[src/rtl/epw_pkg.sv]
package epw_pkg;

    typedef enum logic [2:0] {
        ST_IDLE,
        ST_WAIT,
        ST_SETUP,
        ST_STROBE,
        ST_HOLD,
        ST_PROG
    } epw_state_e;

    function automatic int unsigned max_of3(input int unsigned a,
                                            input int unsigned b,
                                            input int unsigned c);
        int unsigned m;
        m = (a > b) ? a : b;
        return (m > c) ? m : c;
    endfunction

    // A burst must hold at least one byte and must not run past the page end.
    function automatic logic burst_fits(input int unsigned ofs,
                                        input int unsigned len,
                                        input int unsigned page);
        return (len != 0) && (ofs + len <= page);
    endfunction

endpackage

[src/rtl/epw_phase_timer.sv]
module epw_phase_timer #(
    parameter int CNT_W = 8
) (
    input  logic             clk,
    input  logic             rst,
    input  logic             load,
    input  logic [CNT_W-1:0] load_val,
    output logic             zero
);
    logic [CNT_W-1:0] cnt_q;

    always_ff @(posedge clk) begin
        if (rst)
            cnt_q <= '0;
        else if (load)
            cnt_q <= load_val;
        else if (cnt_q != '0)
            cnt_q <= cnt_q - 1'b1;
    end

    assign zero = (cnt_q == '0);

    // an expired phase stays expired until a new phase is loaded
    a_r3_zero_holds: assert property (@(posedge clk) disable iff (rst)
        (zero && !load) |=> zero);
endmodule

[src/rtl/epw_addr_gen.sv]
module epw_addr_gen #(
    parameter int ADDR_W = 17,
    parameter int OFS_W  = 7
) (
    input  logic              clk,
    input  logic              rst,
    input  logic              load,
    input  logic [ADDR_W-1:0] base,
    input  logic              step,
    output logic [ADDR_W-1:0] addr
);
    localparam int PG_W = ADDR_W - OFS_W;

    logic [PG_W-1:0]  page_q;
    logic [OFS_W-1:0] ofs_q;

    always_ff @(posedge clk) begin
        if (rst) begin
            page_q <= '0;
            ofs_q  <= '0;
        end else if (load) begin
            page_q <= base[ADDR_W-1:OFS_W];
            ofs_q  <= base[OFS_W-1:0];
        end else if (step) begin
            ofs_q  <= ofs_q + 1'b1;
        end
    end

    assign addr = {page_q, ofs_q};

    // upper address bits only change when a new burst is loaded
    a_r6_page_held: assert property (@(posedge clk) disable iff (rst)
        !load |=> $stable(page_q));
endmodule

[src/rtl/eeprom_page_writer.sv]
module eeprom_page_writer
    import epw_pkg::*;
#(
    parameter int ADDR_W    = 17,
    parameter int DATA_W    = 8,
    parameter int OFS_W     = 7,
    parameter int SETUP_CYC = 2,
    parameter int PULSE_CYC = 32,
    parameter int HOLD_CYC  = 2,
    parameter int GAP_CYC   = 12000,
    parameter int PROG_CYC  = 1250000
) (
    input  logic              clk,
    input  logic              rst,
    input  logic              cmd_valid,
    output logic              cmd_ready,
    input  logic [ADDR_W-1:0] cmd_addr,
    input  logic [OFS_W:0]    cmd_len,
    input  logic              in_valid,
    output logic              in_ready,
    input  logic [DATA_W-1:0] in_data,
    output logic [ADDR_W-1:0] ee_addr,
    output logic [DATA_W-1:0] ee_data,
    output logic              ee_cs_n,
    output logic              ee_we_n,
    output logic              ee_oe_n,
    output logic              busy,
    output logic              cmd_reject,
    output logic              op_done,
    output logic              op_underrun
);
    localparam int PAGE_BYTES = 1 << OFS_W;
    localparam int LONGEST    = max_of3(max_of3(SETUP_CYC, PULSE_CYC, HOLD_CYC),
                                        GAP_CYC, PROG_CYC);
    localparam int CNT_W      = $clog2(LONGEST + 1);

    epw_state_e        state_q, state_d;
    logic [DATA_W-1:0] data_q;
    logic [OFS_W:0]    left_q;
    logic              first_q, under_q, done_q, rej_q;
    logic              t_load, t_zero;
    logic [CNT_W-1:0]  t_val;
    logic              a_load, a_step;
    logic              cmd_ok, take_byte, stall_out, last_byte;

    assign cmd_ok    = burst_fits(int'(cmd_addr[OFS_W-1:0]), int'(cmd_len), PAGE_BYTES);
    assign take_byte = (state_q == ST_WAIT) && in_valid;
    assign stall_out = (state_q == ST_WAIT) && !in_valid && !first_q && t_zero;
    assign last_byte = (left_q == {{OFS_W{1'b0}}, 1'b1});

    always_comb begin
        state_d = state_q;
        t_load  = 1'b0;
        t_val   = '0;
        a_load  = 1'b0;
        a_step  = 1'b0;
        unique case (state_q)
            ST_IDLE: if (cmd_valid && cmd_ok) begin
                state_d = ST_WAIT;
                a_load  = 1'b1;
            end
            ST_WAIT: if (take_byte) begin
                state_d = ST_SETUP;
                t_load  = 1'b1;
                t_val   = CNT_W'(SETUP_CYC - 1);
            end else if (stall_out) begin
                state_d = ST_PROG;
                t_load  = 1'b1;
                t_val   = CNT_W'(PROG_CYC - 1);
            end
            ST_SETUP: if (t_zero) begin
                state_d = ST_STROBE;
                t_load  = 1'b1;
                t_val   = CNT_W'(PULSE_CYC - 1);
            end
            ST_STROBE: if (t_zero) begin
                state_d = ST_HOLD;
                t_load  = 1'b1;
                t_val   = CNT_W'(HOLD_CYC - 1);
            end
            ST_HOLD: if (t_zero) begin
                a_step  = 1'b1;
                t_load  = 1'b1;
                if (last_byte) begin
                    state_d = ST_PROG;
                    t_val   = CNT_W'(PROG_CYC - 1);
                end else begin
                    state_d = ST_WAIT;
                    t_val   = CNT_W'(GAP_CYC - 1);
                end
            end
            ST_PROG: if (t_zero) state_d = ST_IDLE;
            default: state_d = ST_IDLE;
        endcase
    end

    always_ff @(posedge clk) begin
        if (rst) begin
            state_q <= ST_IDLE;
            data_q  <= '0;
            left_q  <= '0;
            first_q <= 1'b0;
            under_q <= 1'b0;
            done_q  <= 1'b0;
            rej_q   <= 1'b0;
        end else begin
            state_q <= state_d;
            done_q  <= (state_q == ST_PROG) && t_zero;
            rej_q   <= (state_q == ST_IDLE) && cmd_valid && !cmd_ok;
            if (a_load) begin
                left_q  <= cmd_len;
                first_q <= 1'b1;
                under_q <= 1'b0;
            end
            if (take_byte) data_q <= in_data;
            if (stall_out) under_q <= 1'b1;
            if (a_step) begin
                left_q  <= left_q - 1'b1;
                first_q <= 1'b0;
            end
        end
    end

    epw_phase_timer #(.CNT_W(CNT_W)) u_timer (
        .clk(clk), .rst(rst), .load(t_load), .load_val(t_val), .zero(t_zero)
    );

    epw_addr_gen #(.ADDR_W(ADDR_W), .OFS_W(OFS_W)) u_addr (
        .clk(clk), .rst(rst), .load(a_load), .base(cmd_addr),
        .step(a_step), .addr(ee_addr)
    );

    assign ee_data     = data_q;
    assign ee_we_n     = (state_q != ST_STROBE);
    assign ee_cs_n     = !((state_q == ST_SETUP) || (state_q == ST_STROBE) ||
                           (state_q == ST_HOLD));
    assign ee_oe_n     = 1'b1;
    assign busy        = (state_q != ST_IDLE);
    assign cmd_ready   = (state_q == ST_IDLE);
    assign in_ready    = (state_q == ST_WAIT);
    assign cmd_reject  = rej_q;
    assign op_done     = done_q;
    assign op_underrun = under_q;

    // strobe only under chip select
    a_r4_strobe_selected: assert property (@(posedge clk) disable iff (rst)
        !ee_we_n |-> !ee_cs_n);
    // pins frozen while the strobe is low
    a_r4_pins_frozen: assert property (@(posedge clk) disable iff (rst)
        (!ee_we_n && $past(!ee_we_n)) |-> ($stable(ee_addr) && $stable(ee_data)));
    // no byte handshake while a byte is on the pins
    a_r7_ready_deselected: assert property (@(posedge clk) disable iff (rst)
        in_ready |-> ee_cs_n);
    // refusal only reported while idle
    a_r2_reject_idle: assert property (@(posedge clk) disable iff (rst)
        cmd_reject |-> !busy);
    // completion returns the block to idle
    a_r8_done_idle: assert property (@(posedge clk) disable iff (rst)
        op_done |-> cmd_ready);
endmodule

[config.mk]
export PLATFORM = sky130hd
export DESIGN_NAME = eeprom_page_writer
export DESIGN_NICKNAME = d
export VERILOG_FILES = /design/src/rtl/epw_pkg.sv /design/src/rtl/epw_phase_timer.sv /design/src/rtl/epw_addr_gen.sv /design/src/rtl/eeprom_page_writer.sv
export SDC_FILE = /design/constraint.sdc
export NUM_CORES = 1
export LEC_CHECK = 0
export ABC_AREA = 0
export BUFFER_PORTS_ARGS = -buffer_cell sky130_fd_sc_hd__buf_2
export CORE_ASPECT_RATIO = 1.75
export CORE_MARGIN = 3
export CORE_UTILIZATION = 50
export DETAILED_ROUTE_END_ITERATION = 6
export GPL_TIMING_DRIVEN = 0
export PLACE_DENSITY = 0.74
export SLEW_MARGIN = 20
export SYNTH_ARGS = -nofsm -noshare
export SYNTH_HDL_FRONTEND = slang
export SYNTH_HIERARCHICAL = 1
export SYNTH_SLANG_ARGS = --single-unit
[constraint.sdc]
create_clock -name clk -period 3.4 [get_ports clk]
set_input_delay 0.17 -clock clk [delete_from_list [all_inputs] [get_ports clk]]
set_output_delay 0.17 -clock clk [all_outputs]
set_load 0.05 [all_outputs]
* After elaboration in Yosys (flattened, before gate mapping)
Index checks and enable logic that the tools add are counted.
** Operators by class
- Add/subtract/negate cells :: 4
- Magnitude comparators :: 1
- Equal/unequal tests :: 13
- Multiplexer cells :: 31
- Reduce and logical (&&, ||, !) cells :: 26
** Operators by type and width (count)
- $mux W21 :: 6
- $pmux W21 S4 :: 1
- $mux W3 :: 8
- $logic_not A21 Y1 :: 1
- $reduce_bool A21 Y1 :: 1
- $sub A21 B1 Y21 const B :: 1
- $pmux W3 S6 :: 1
- $mux W8 :: 2
- $mux W7 :: 2
- $add A7 B8 Y9 :: 1
- $le A9 B8 Y1 const B :: 1
- $logic_and A1 B1 Y1 :: 9
- $mux W1 :: 9
- $eq A8 B1 Y1 const B :: 1
- $ne A2 B2 Y1 const B :: 4
- $reduce_bool A8 Y1 :: 1
- $sub A8 B1 Y8 const B :: 1
- $add A7 B1 Y7 const B :: 1
- $eq A3 B2 Y1 const B :: 2
- $eq A3 B3 Y1 const B :: 2
- $reduce_and A6 Y1 :: 1
- $reduce_bool A2 Y1 :: 3
- $mux W5 :: 1
- $logic_not A1 Y1 :: 4
- other kinds (10) :: 11
** Storage, ports and cells
- Register bits after elaboration :: 61
- Input bits :: 37
- Output and inout bits :: 34
- Logic and storage cells :: 85

* Depth between registers and ports, before layout
Gate-level depths: netlist of the first run.
- Depth in word-level cells :: 8
- Gate-level depth with buffers :: 14
- Depth with buffers taken out :: 11

* Cells and area by module
Netlist of the first run, hierarchy kept.
** Modules (own cells, without submodules)
- eeprom_page_writer :: instances 1, cells each 225, area an instance 1719.1 um^2, sequential area each 460.4 um^2
- epw_phase_timer :: instances 1, cells each 140, area an instance 1157.4 um^2, sequential area each 420.4 um^2
- epw_addr_gen :: instances 1, cells each 75, area an instance 703.2 um^2, sequential area each 340.3 um^2

* Least setup slack after synthesis of the first run
Ideal clock, no wire load.
- Kind :: reg-to-reg
- Start point :: reg state_q[2]
- End point :: reg u_timer.cnt_q[16]
- Library setup time :: 74 ps
- Arrival :: 3208 ps
- Required time :: 3326 ps
- Path slack :: 118 ps
- Stages on the path, launching flop included :: 10
- Buffers on the path :: 2
- Clock period less this slack :: 3282 ps
- Path through :: dfxtp_1 -> clkbuf_1 -> nor3b_1 -> nand3_1 -> o211ai_1 -> inv_1 -> nor2_1 -> clkbuf_1 -> nand2_1 -> o21ai_0
** On the way
- Cells in the longest elaborated chain, start to end :: 8
- Elaborated cells on any way between the ends :: 17
- Classes of those cells :: eq/ne (4); mux (7); reduce/logical (6)
** Ends and longest elaborated chain
- start, declared :: RTL line eeprom_page_writer.sv:37 : epw_state_e state_q, state_d;
- start signal, assigned :: RTL line eeprom_page_writer.sv:107 : state_q <= state_d;
- $eq A3 B1 Y1 *
- via in_ready :: RTL line eeprom_page_writer.sv:20 : output logic in_ready,
- $logic_and A1 B1 Y1 (3 in a row) :: RTL line eeprom_page_writer.sv:48 : assign stall_out = (state_q == ST_WAIT) && !in_valid && !first_q && t_zero;
- $mux W1 :: RTL line eeprom_page_writer.sv:66 : end else if (stall_out) begin
- $mux W1 :: RTL line eeprom_page_writer.sv:62 : ST_WAIT: if (take_byte) begin
- $pmux W1 S2 * :: RTL line eeprom_page_writer.sv:57 : unique case (state_q)
- via t_load :: RTL line eeprom_page_writer.sv:41 : logic t_load, t_zero;
- $mux W21 / $reduce_bool A2 Y1 (equally long branches)
- end signal, assigned :: RTL line epw_phase_timer.sv:16 : cnt_q <= load_val;
- end signal, assigned :: RTL line epw_phase_timer.sv:18 : cnt_q <= cnt_q - 1'b1;
- end, declared :: RTL line epw_phase_timer.sv:10 : logic [CNT_W-1:0] cnt_q;
The timed path passes the listed nets; every way through them passes the cells marked *.
A chain may end at the register's enable or synchronous reset.

* Worst setup path after layout of the first run
- Start point :: reg u_timer.cnt_q[10]
- End point :: reg u_addr.ofs_q[5]
** On the way
- Cells in the longest elaborated chain, start to end :: 4
** Ends and longest elaborated chain
- $logic_not A21 Y1 :: RTL line epw_phase_timer.sv:21 : assign zero = (cnt_q == '0);
- via t_zero :: RTL line eeprom_page_writer.sv:41
- $mux W1 :: RTL line eeprom_page_writer.sv:81 : ST_HOLD: if (t_zero) begin
- $mux W1 :: RTL line eeprom_page_writer.sv:57
- via a_step :: RTL line eeprom_page_writer.sv:43 : logic a_load, a_step;
- $reduce_bool A2 Y1 (no source line)
- end signal, assigned :: RTL line epw_addr_gen.sv:23 : ofs_q <= base[OFS_W-1:0];
- end signal, assigned :: RTL line epw_addr_gen.sv:25 : ofs_q <= ofs_q + 1'b1;
- end, declared :: RTL line epw_addr_gen.sv:15 : logic [OFS_W-1:0] ofs_q;
The timed path passes the listed nets, and every way through them passes these cells.

==> summary.txt, run 1 <==
STA
  – Fmax: just over 300 MHz
  – Tmin final: ~3300 ps
  – Fin Clk Skew: approximately 5.5 ps
  – Slew Viols, Final: 0
  – Slew HR: a little over half
  – Final Cycle Share: between 90 and 100%
  – Final WS setup: approximately 120 ps
  – Final hold vios: 0
  – Worst Max-Slew Pin Slew: ~690 ps
  – Final setup fails: 0

CTS
  – Worst-Skew Late Latency: 330 ps
  – H-tree Lvls: 3
  – Root Buffer: clkbuf_16
  – Reg clk slew, reported paths: about 60 ps
  – Clk sinks: 61
  – CTS tree: built
  – Maximum clock path buffer count: 2
  – Hold buffers post-CTS: 0
  – Total CTS buffers: 9

Yosys
  – Area leader, netlist: dfxtp_1
  – Distinct cells, synth: 70
  – Most common cell in the netlist: dfxtp_1
  – Yosys warnings: 6
  – Post-synthesis sequential area ratio: ~34%
  – Synth Flop Type: dfxtp_1
  – Mapped Area: ~0.0036 mm2
  – Number of synthesized flops with an enable pin: 0
  – Synth Area in XOR/XNOR: just under 6%
  – Post-synthesis compound-gate area fraction: 19.3%
  – Mux contribution to synthesized area: 3.98%
  – Count of state elements after synthesis: 61
  – Post-synth top cells: dfxtp_1 (61), nand2_1 (60), nor2_1 (38), a21oi_1 (29), o21ai_0 (24)
  – Simple-gate portion of the synthesized area: 26.4%
  – Share of the synthesized area in the top cell type: roughly a third
  – Post-Synth Adder-Cell Area: approximately 4.8%
  – Synth top area cells: dfxtp_1 (34%), nand2_1 (6.3%), ha_1 (4.2%)
  – Syn Inst Count: 440
  – Ys async rst share: 0%
  – Avg Cell Area, Syn: 8.14 um2
  – Dominant combinational cell family by area after synthesis: simple AND/OR/NAND/NOR gates

Floorplanning
  – Placeable Area: 0.00691 mm2
  – Ports: 71
  – Die Y: about 120 um
  – Area of the die: around 0.0083 mm2
  – Placement row count: 40
  – Die Wd: between 60 and 70 um
  – Initial core utilization: about half

Global routing
  – First-pass GRT wire length: approximately 15 mm
  – GR Util All Layers: 22.5%
  – Initial antenna violation count: 0
  – Remaining global-route overflow: 0
  – Largest net degree at the start of global routing: 13
  – Vias in the first global route: roughly 3.4k

Layout
  – Cell area after layout: ~0.0044 mm2
  – Ratio of cells with drive above 1 in the final layout: 24.3%
  – Layout filler cell count: 620
  – Layout Cells excl Fill: just over 600
  – Final nets: 580
  – FF/Latch Area: about 0.0012 mm2
  – Area of the multi-input gates: between 0.002 and 0.0025 mm2
  – P&R area growth vs syn: 23.7%
  – # diodes: 0

Power and ir drop
  – Flop pwr share: a little under a third
  – P_sw: approximately 0.0012 W
  – Clock Power Share: between 20% and 30%
  – Internal Power: 0.00193 W
  – Worst vdd ir: between 0.0003 and 0.0004 V
  – LEAKAGE: approximately 1.8 nW
  – Pwr dens: 706 mW/mm2
  – Combinational power share: roughly two fifths
  – Sw Share: between 30% and 40%

Outcome
  – Outcome: complete, no violations

Critical path
  – Arrival @ worst endpoint: ~3500 ps
  – End of the critical path: u_addr/ofs_q[5]$_SDFFE_PP0P_
  – Worst reg2reg path depth: 11
  – Crit path capture type: flip-flop
  – Req. time, crit path: between 3000 and 4000 ps
  – Setup slack, reg-to-reg: about 120 ps
  – Critical R2R Capture: u_addr/ofs_q[5]$_SDFFE_PP0P_
  – Crit. Startpoint: u_timer/cnt_q[10]$_SDFFE_PP0P_
  – Critical Path Source Type: flip-flop
  – Critical path peak fanout: 10
  – WS Path Type: reg2reg
  – RR Startpoint: u_timer/cnt_q[10]$_SDFFE_PP0P_

Drt
  – Routed vias: about 3.5k
  – Via density: around 5.6
  – First-iteration detailed-routing DRC count: ~190
  – Wire per inst: around 15 um
  – Final WL: 9.14 mm
  – # DRC: 0
  – Drt pass-1 iters: 4
  – Post-route antenna net violation count: 0

Place
  – Place WS: -288 ps
  – Port Buf Inserts: 69
  – Cells after DPL: approximately 600
  – Placed Area: between 0.004 and 0.005 mm2
  – Post-DP HPWL: a little under 7 mm
  – Final GP Congestion: between 0.8 and 0.9

Hold path
  – Hold path start: cmd_addr[8]
  – HP Class: in2reg

Run
  – Max cap viols: 0
[area by class of cell]
class | count | share of cell area (%)
clock buffer | 9 | 5.09
sequential | 61 | 27.6
inverter | 17 | 1.53
buffer | 23 | 3.00
timing repair buffer | 74 | 8.65
clock inverter | 7 | 1.50
tap | 84 | 2.37
multi-input combinational | 344 | 50.3
[through the flow]
stage	total power (W)	util, %	setup TNS (ps)	hold slack, ps
4_1_cts	0.00311	63.0	0	67.5
3_5_place_dp	0.00218	58.6	-1890	418
6_report	0.00312	64.1	0	75.1
3_3_place_gp	0.00216	58.6	-1530	403
5_1_grt	0.00331	64.1	-6.69	83.8
2_1_floorplan	0.00192	-	0	306
[registers in the layout, indices dropped and copies added, names as in the netlist]
name and flops:
u_addr/ofs_q 7, op_underrun 1, u_addr/page_q 10, u_timer/cnt_q 21, cmd_reject 1, op_done 1, ee_data 8, left_q 8
first_q 1, state_q 3
[metal layers]
metal	vias to the layer above	track usage (%)	part of all wire [%]
met4	0	13.7	3.3
met1	1613	22.1	38
met5	-	0	0
li1	1750	-	-
met2	93	42.4	55
met3	26	4.02	3.9
[repair_timing]
item	4_1_cts	5_1_grt
pin swaps	0	1
setup buffers	0	5
resized for setup	4	8
setup endpoints to repair	11	9
[power by group through the flow]
stage	clock network (W)	registers [W]	logic, W
2_1_floorplan	0	0.00103	0.000889
3_3_place_gp	0	0.000967	0.00119
3_5_place_dp	0	0.000973	0.00121
4_1_cts	0.000899	0.000960	0.00125
5_1_grt	0.000931	0.000982	0.00139
6_report	0.000891	0.000963	0.00127
[how the worst min path moves through the flow]
stage | to | slack [ps] | depth (start not counted)
2_1_floorplan | ee_data[7]$_SDFFE_PP0P_ | 310 | 2
3_3_place_gp | u_addr/page_q[7]$_SDFFE_PP0P_ | 400 | 3
3_5_place_dp | u_addr/page_q[5]$_SDFFE_PP0P_ | 420 | 3
4_1_cts | u_addr/page_q[1]$_SDFFE_PP0P_ | 70 | 3
5_1_grt | ee_data[3]$_SDFFE_PP0P_ | 80 | 3
6_report | u_addr/page_q[1]$_SDFFE_PP0P_ | 80 | 3
[worst max-delay path, stage by stage (launching register included)]
cell and delay (ps):
dfxtp_1 350, or4_4 570, or3_4 390, buf_6 150
nor2_4 190, nand2b_1 110, or2_2 300, buf_4 190
clkinvlp_4 160, nand4_4 130, or3_4 390, a311oi_2 260
[cells in the final DEF, fill, tap and decap left out, drive strengths merged, types with 3 or more instances in the layout]
cell type | synthesis | final
a211oi | 13 | 13
or3 | 9 | 9
and2 | 5 | 5
conb | 2 | 7
o211ai | 7 | 7
clkbuf | 14 | 23
xor2 | 9 | 9
a311oi | 3 | 3
nor3 | 16 | 16
inv | 16 | 15
o211a | 6 | 6
mux2i | 12 | 12
nand3 | 13 | 13
or4 | 5 | 5
a21oi | 29 | 29
dfxtp | 61 | 61
xnor2 | 15 | 15
nor4 | 9 | 9
nand4 | 4 | 4
or2 | 4 | 4
ha | 12 | 12
nand3b | 3 | 3
buf | 9 | 83
clkinv | 1 | 6
nand2 | 61 | 61
o21ai | 26 | 26
nand2b | 5 | 5
nor2 | 38 | 38
[logic make-up after synthesis]
| family | after synthesis |
|---|---|
| AO/OA/AOI/OAI | 101 |
| XOR/XNOR | 24 |
| adder cells (fa/ha/maj) | 13 |
| buffers and inverters | 40 |
| flip-flops | 61 |
| multiplexers | 14 |
| other | 2 |
| AND/OR/NAND/NOR | 185 |
No activity file was read; power rests on OpenSTA's default activity.
==> run 2, diff against run 1 <==
Settings changed: CORE_UTILIZATION 50 to 41, PLACE_DENSITY 0.74 to 0.63.
==> run 2 against run 1 <==
- non-clock buffer count rose by 5
- total power rose by 3.2%
- combinational power barely moved
- critical path depth did not move
==> summary.txt, run 2 (synthesis results as in run 1) <==
Power and ir drop
  – LEAKAGE: 1.89 nW (+2.2%)
  – Pwr dens: 711 mW/mm2 (+0.71%)
  – Worst vdd ir: 0.000455 V (+21%)

STA
  – Final hold vios: 0 (unchanged)
  – Final TNS setup: 0 ps (unchanged)
  – RSZ-0062 raised after global routing: false
  – Final Cycle Share: 95.6% (-0.81 points)
  – Fmax: 308 MHz (+0.85%)
  – Final setup fails: 0 (unchanged)
  – Tmin final: 3250 ps (-27.5 ps)
  – Worst Max-Slew Pin Slew: 765 ps (+70.2 ps)
  – Slew Viols, Final: 0 (unchanged)
  – Slew HR: 48.5% (-4.7 points)
  – Fin Clk Skew: 4.63 ps (-0.838 ps)

CTS
  – Reg clk slew, reported paths: 50 ps (about the same)
  – Worst-Skew Late Latency: 330 ps (about the same)
  – Total CTS buffers: 9 (unchanged)
  – CTS tree: built
  – Hold buffers post-CTS: 0 (unchanged)
  – Clk sinks: 61 (unchanged)
  – Maximum clock path buffer count: 2 (unchanged)
  – Root Buffer: clkbuf_16
  – H-tree Lvls: 3 (unchanged)

Hold path
  – HP Class: in2reg
  – Hold Path Depth: 3 (unchanged)

Global routing
  – Initial antenna violation count: 0 (unchanged)
  – Remaining global-route overflow: 0 (unchanged)
  – Vias in the first global route: 3,454 (+0.49%)
  – First-pass GRT wire length: 15.6 mm (+3.9%)
  – Largest net degree at the start of global routing: 13 (unchanged)
  – GR Util All Layers: 19.5% (-3.0 points)

Drt
  – First-iteration detailed-routing DRC count: 107 (-44%)
  – Wire per inst: 14.4 um (-2.4%)
  – Routed vias: 3,502 (+0.57%)
  – # DRC: 0 (unchanged)
  – Via density: 5.34 (-5.1%)
  – Final WL: 9.46 mm (+3.5%)
  – Post-route antenna net violation count: 0 (unchanged)
  – Drt pass-1 iters: 4 (unchanged)

Layout
  – Biggest register: u_timer/cnt_q
  – P&R area growth vs syn: 26.7%
  – Commonest non-fill, non-tap cells in the layout: buf_2 (71), dfxtp_1 (61), nand2_1 (60)
  – Final Core Density: 53.8% (-10 points)
  – Ratio of cells with drive above 1 in the final layout: 25.0% (+0.65 points)
  – # diodes: 0 (unchanged)
  – Final nets: 586 (+1.0%)
  – Commonest non-fill, non-tap cell in the layout: buf_2
  – Area of the multi-input gates: 0.00221 mm2 (-0.62%)
  – Layout filler cell count: 835 (+35%)
  – Largest regs: u_timer/cnt_q (21), u_addr/page_q (10)
  – FF/Latch Area: 0.00122 mm2 (unchanged)
  – Max reg flops: 21 (unchanged)

Floorplanning
  – Initial core utilization: 42.5% (-9.3 points)
  – Ports: 71 (unchanged)
  – Area of the die: 0.00993 mm2 (+20%)
  – Placement row count: 44 (+10%)
  – Die Wd: 76.6 um (+9.5%)
  – Die Y: 130 um (+9.9%)
  – Placeable Area: 0.00842 mm2 (+22%)

Critical path
  – WS Path Type: reg2reg
  – Setup slack, reg-to-reg: 150 ps (+30 ps)
  – Req. time, crit path: 3640 ps (about the same)
  – Critical path peak fanout: 11 (+1)
  – Critical Path Source Type: flip-flop
  – Crit path capture type: flip-flop
  – Worst reg2reg path depth: 11 (unchanged)
  – Arrival @ worst endpoint: 3490 ps (-30 ps)

Outcome
  – Outcome: complete, no violations

Place
  – Post-DP HPWL: 7.27 mm (+4.9%)
  – Port Buf Inserts: 69 (unchanged)
  – Final GP Congestion: 0.949 (+6.1%)

Run
  – Max cap viols: 0 (unchanged)
-- run 2: final timing paths --
kind / startpoint / to
min: cmd_addr[11] / u_addr/page_q[4]$_SDFFE_PP0P_
max reg2reg: u_timer/cnt_q[10]$_SDFFE_PP0P_ / u_addr/ofs_q[5]$_SDFFE_PP0P_
min reg2reg: ee_data[2]$_SDFFE_PP0P_ / ee_data[2]$_SDFFE_PP0P_
max: u_timer/cnt_q[10]$_SDFFE_PP0P_ / u_addr/ofs_q[5]$_SDFFE_PP0P_
-- run 2: power breakdown --
part | internal [W] | leakage, nW | switching (W)
registers | 0.000847 | 0.498 | 0.000120
logic | 0.000531 | 1.23 | 0.000743
clock network | 0.000667 | 0.161 | 0.000316
-- run 2: per-stage QoR --
| stage | std cells | power (W) | hold WS, ps | instance area, um2 | setup WS (ps) |
|---|---|---|---|---|---|
| final | 656 | 0.00322 | 81.3 | 4530 | 149 |
| after global routing | 656 | 0.00342 | 83.1 | 4530 | 9.12 |
| after CTS | 645 | 0.00322 | 69.5 | 4430 | 10.7 |
| after detailed placement | 629 | 0.00220 | 418 | 4090 | -341 |
| after global placement | 629 | 0.00217 | 404 | 4090 | -340 |
| after floorplan | 445 | 0.00192 | 306 | 3600 | 118 |
-- run 2: area by class of cell --
type	count	share of cell area, %
repair inverters	1	0.110
plain buffers	23	2.92
repair buffers	79	9.27
clock buffers	14	6.48
inverters	17	1.49
flip-flops and latches	61	26.9
well taps	115	3.17
clock inverters	2	0.828
multi-input cells	344	48.8
-- run 2: worst max-delay path, stage by stage, from the launching register on --
cell	delay, ps
dfxtp_1	350
or4_4	560
or3_1	370
buf_6	150
nor2_4	180
nand2b_1	110
or2_2	300
buf_4	190
clkinvlp_4	130
nand4_2	150
or3_1	380
a311oi_2	270
-- run 2: per-layer routing --
layer  GRT usage [%]  vias to the layer above  share of wire (%)
li1                -                     1757                  -
met1            19.4                     1623                 38
met2            37.3                       93                 54
met3            3.62                       29                3.8
met4            11.8                        0                4.2
met5               0                        -                  0
-- run 2: timing repair --
item / in CTS / in global routing
endpoints found under the setup margin: 13 / 10
pin swaps: 0 / 1
gates resized for setup: 4 / 6
gates cloned: 0 / 1
buffers inserted: 0 / 10
==> run 3, diff against run 2 <==
==> constraint.sdc (replaced) <==
create_clock -name clk -period 3.4 [get_ports clk]
set_input_delay 0.68 -clock clk [delete_from_list [all_inputs] [get_ports clk]]
set_output_delay 0.68 -clock clk [all_outputs]
set_load 0.05 [all_outputs]
==> run 3 against run 2 <==
- die area unchanged
- critical path depth unchanged
- combinational power about the same
- total power decreased by 0.11%
- global-route usage increased by 0.10 points
- sequential share of layout area decreased by 0.26 points
- flip-flop and latch count unchanged
- register-to-register slack got worse by 50 ps
- clock skew increased by 1.1 ps
- largest cell class unchanged
- largest power group unchanged
==> summary.txt, run 3 (synthesis results as in run 1) <==
Critical path
  – Crit path capture type: flip-flop
  – WS Path Type: reg2reg
  – Critical path cell sequence: or4_4, or3_1, buf_6, nor2_4, nand2b_1, or2_2, buf_2, clkinvlp_4, nand4_2, or3_1, a311oi_2
  – Most frequent CP cell: or3_1
  – Arrival @ worst endpoint: 3540 ps (+50 ps)
  – Req. time, crit path: 3640 ps (about the same)
  – CP peak stage delay: 560 ps (about the same)
  – Critical path peak fanout: 11 (unchanged)
  – Critical Path Source Type: flip-flop
  – Worst path slowest cell: or4_4

Drt
  – Via density: 5.36 (+0.43%)
  – Post-route antenna net violation count: 0 (unchanged)
  – First-iteration detailed-routing DRC count: 103 (-3.7%)
  – # DRC: 0 (unchanged)
  – Drt pass-1 iters: 4 (unchanged)
  – Routed vias: 3,517 (+0.43%)
  – Final WL: 9.54 mm (+0.87%)
  – Wire per inst: 14.5 um (+0.87%)

CTS
  – Root Buffer: clkbuf_16
  – CTS tree: built
  – Total CTS buffers: 9 (unchanged)
  – Reg clk slew, reported paths: 50 ps (about the same)
  – Maximum clock path buffer count: 2 (unchanged)
  – Worst-Skew Late Latency: 330 ps (about the same)
  – Clk sinks: 61 (unchanged)
  – H-tree Lvls: 3 (unchanged)

Layout
  – Max reg flops: 21 (unchanged)
  – FF/Latch Area: 0.00122 mm2 (unchanged)
  – Area of the multi-input gates: 0.00225 mm2 (+1.7%)
  – Cell area after layout: 0.00458 mm2 (+0.97%)
  – Ratio of cells with drive above 1 in the final layout: 26.2% (+1.3 points)
  – Commonest non-fill, non-tap cells in the layout: buf_2 (72), dfxtp_1 (61), nand2_1 (60)
  – Layout filler cell count: 821 (-1.7%)
  – P&R area growth vs syn: 27.9%
  – Final nets: 586 (unchanged)
  – Largest regs: u_timer/cnt_q (21), u_addr/page_q (10)
  – Biggest register: u_timer/cnt_q
  – Layout Cells excl Fill: 656 (unchanged)
  – Commonest non-fill, non-tap cell in the layout: buf_2
  – # diodes: 0 (unchanged)

STA
  – Final hold vios: 0 (unchanged)
  – Slew Viols, Final: 0 (unchanged)
  – Worst Max-Slew Pin Slew: 793 ps (+27.9 ps)
  – RSZ-0062 raised after global routing: true
  – Tmin final: 3300 ps (+45.7 ps)
  – Fmax: 303 MHz (-1.4%)
  – Final setup fails: 0 (unchanged)
  – Slew HR: 46.7% (-1.9 points)
  – Fin Clk Skew: 5.77 ps (+1.14 ps)
  – Final Cycle Share: 97.0% (+1.3 points)
  – Final TNS setup: 0 ps (unchanged)

Outcome
  – Outcome: complete, no violations

Place
  – Cells after DPL: 629 (unchanged)
  – Port Buf Inserts: 69 (unchanged)
  – Placed Area: 0.00409 mm2 (unchanged)
  – Post-DP HPWL: 7.27 mm (unchanged)
  – Final GP Congestion: 0.949 (unchanged)

Floorplanning
  – Die Y: 130 um (unchanged)
  – Area of the die: 0.00993 mm2 (unchanged)
  – Ports: 71 (unchanged)
  – Die Wd: 76.6 um (unchanged)
  – Initial core utilization: 42.5% (unchanged)
  – Placeable Area: 0.00842 mm2 (unchanged)
  – Placement row count: 44 (unchanged)

Power and ir drop
  – Pwr dens: 703 mW/mm2 (-1.1%)
  – Worst vdd ir: 0.000458 V (+0.62%)
  – LEAKAGE: 1.90 nW (+0.46%)

Global routing
  – Initial antenna violation count: 0 (unchanged)
  – GR Util All Layers: 19.6% (+0.10 points)
  – Largest net degree at the start of global routing: 13 (unchanged)
  – Vias in the first global route: 3,467 (+0.38%)
  – Remaining global-route overflow: 0 (unchanged)
  – First-pass GRT wire length: 15.7 mm (+0.53%)

Hold path
  – HP Class: reg2reg

Run
  – Max cap viols: 0 (unchanged)
## run 3: cell count changes in the layout (fill, tap and decap cells not counted), sizes merged
cell / change
buf: +1
clkbuf: -1
## run 3: cell type report
| cell class | count | area share (%) |
|---|---|---|
| Multi-Input combinational cell | 344 | 49.1 |
| Sequential cell | 61 | 26.7 |
| Timing Repair Buffer | 79 | 9.18 |
| Clock buffer | 14 | 6.42 |
| Tap cell | 115 | 3.14 |
| Buffer | 23 | 3.03 |
| Inverter | 17 | 1.48 |
| Clock inverter | 2 | 0.820 |
| Timing Repair inverter | 1 | 0.109 |
## run 3: metal layers
| layer | vias up | global-route usage (%) | share of wire [%] |
|---|---|---|---|
| met5 | - | 0 | 0 |
| met1 | 1640 | 19.5 | 38 |
| li1 | 1757 | - | - |
| met3 | 27 | 3.62 | 4.1 |
| met2 | 93 | 37.5 | 54 |
| met4 | 0 | 12.0 | 3.8 |
## run 3: power breakdown
group	internal (W)	total (W)	switching [W]	leakage, nW
combinational	0.000523	0.00127	0.000745	1.24
clock	0.000667	0.000985	0.000318	0.161
sequential	0.000846	0.000967	0.000120	0.498
total	0.00204	0.00322	0.00118	1.90
## run 3: metrics by stage
step	worst slack, ps	utilization (%)	power (W)	hold WS (ps)
final	104	54.4	0.00322	456
after global routing	-45.7	54.4	0.00342	471
after CTS	10.7	52.8	0.00322	457
after detailed placement	-471	48.5	0.00220	450
after global placement	-380	48.5	0.00217	441
after floorplan	118	-	0.00192	471
## run 3: timing repair
item,CTS,global route
gates resized for setup,7,12
hold buffers,0,0
setup buffers,0,10
endpoints found under the setup margin,22,23
pin swaps,0,2
cloned,0,1
## run 3: critical path, delay by kind of cell (launching register included)
family          cells  cell delay (ps)
compound gates      1              270
buf+inv             3              530
flops               1              350
simple gates        7             2050
## run 3: final timing paths
kind,endpoint,start,depth (start not counted),slack (ps)
setup / recovery,u_addr/ofs_q[5]$_SDFFE_PP0P_,u_timer/cnt_q[10]$_SDFFE_PP0P_,11,100
hold reg to reg,ee_data[1]$_SDFFE_PP0P_,ee_data[1]$_SDFFE_PP0P_,2,460
setup reg to reg,u_addr/ofs_q[5]$_SDFFE_PP0P_,u_timer/cnt_q[10]$_SDFFE_PP0P_,11,100
hold / removal,ee_data[1]$_SDFFE_PP0P_,ee_data[1]$_SDFFE_PP0P_,2,460
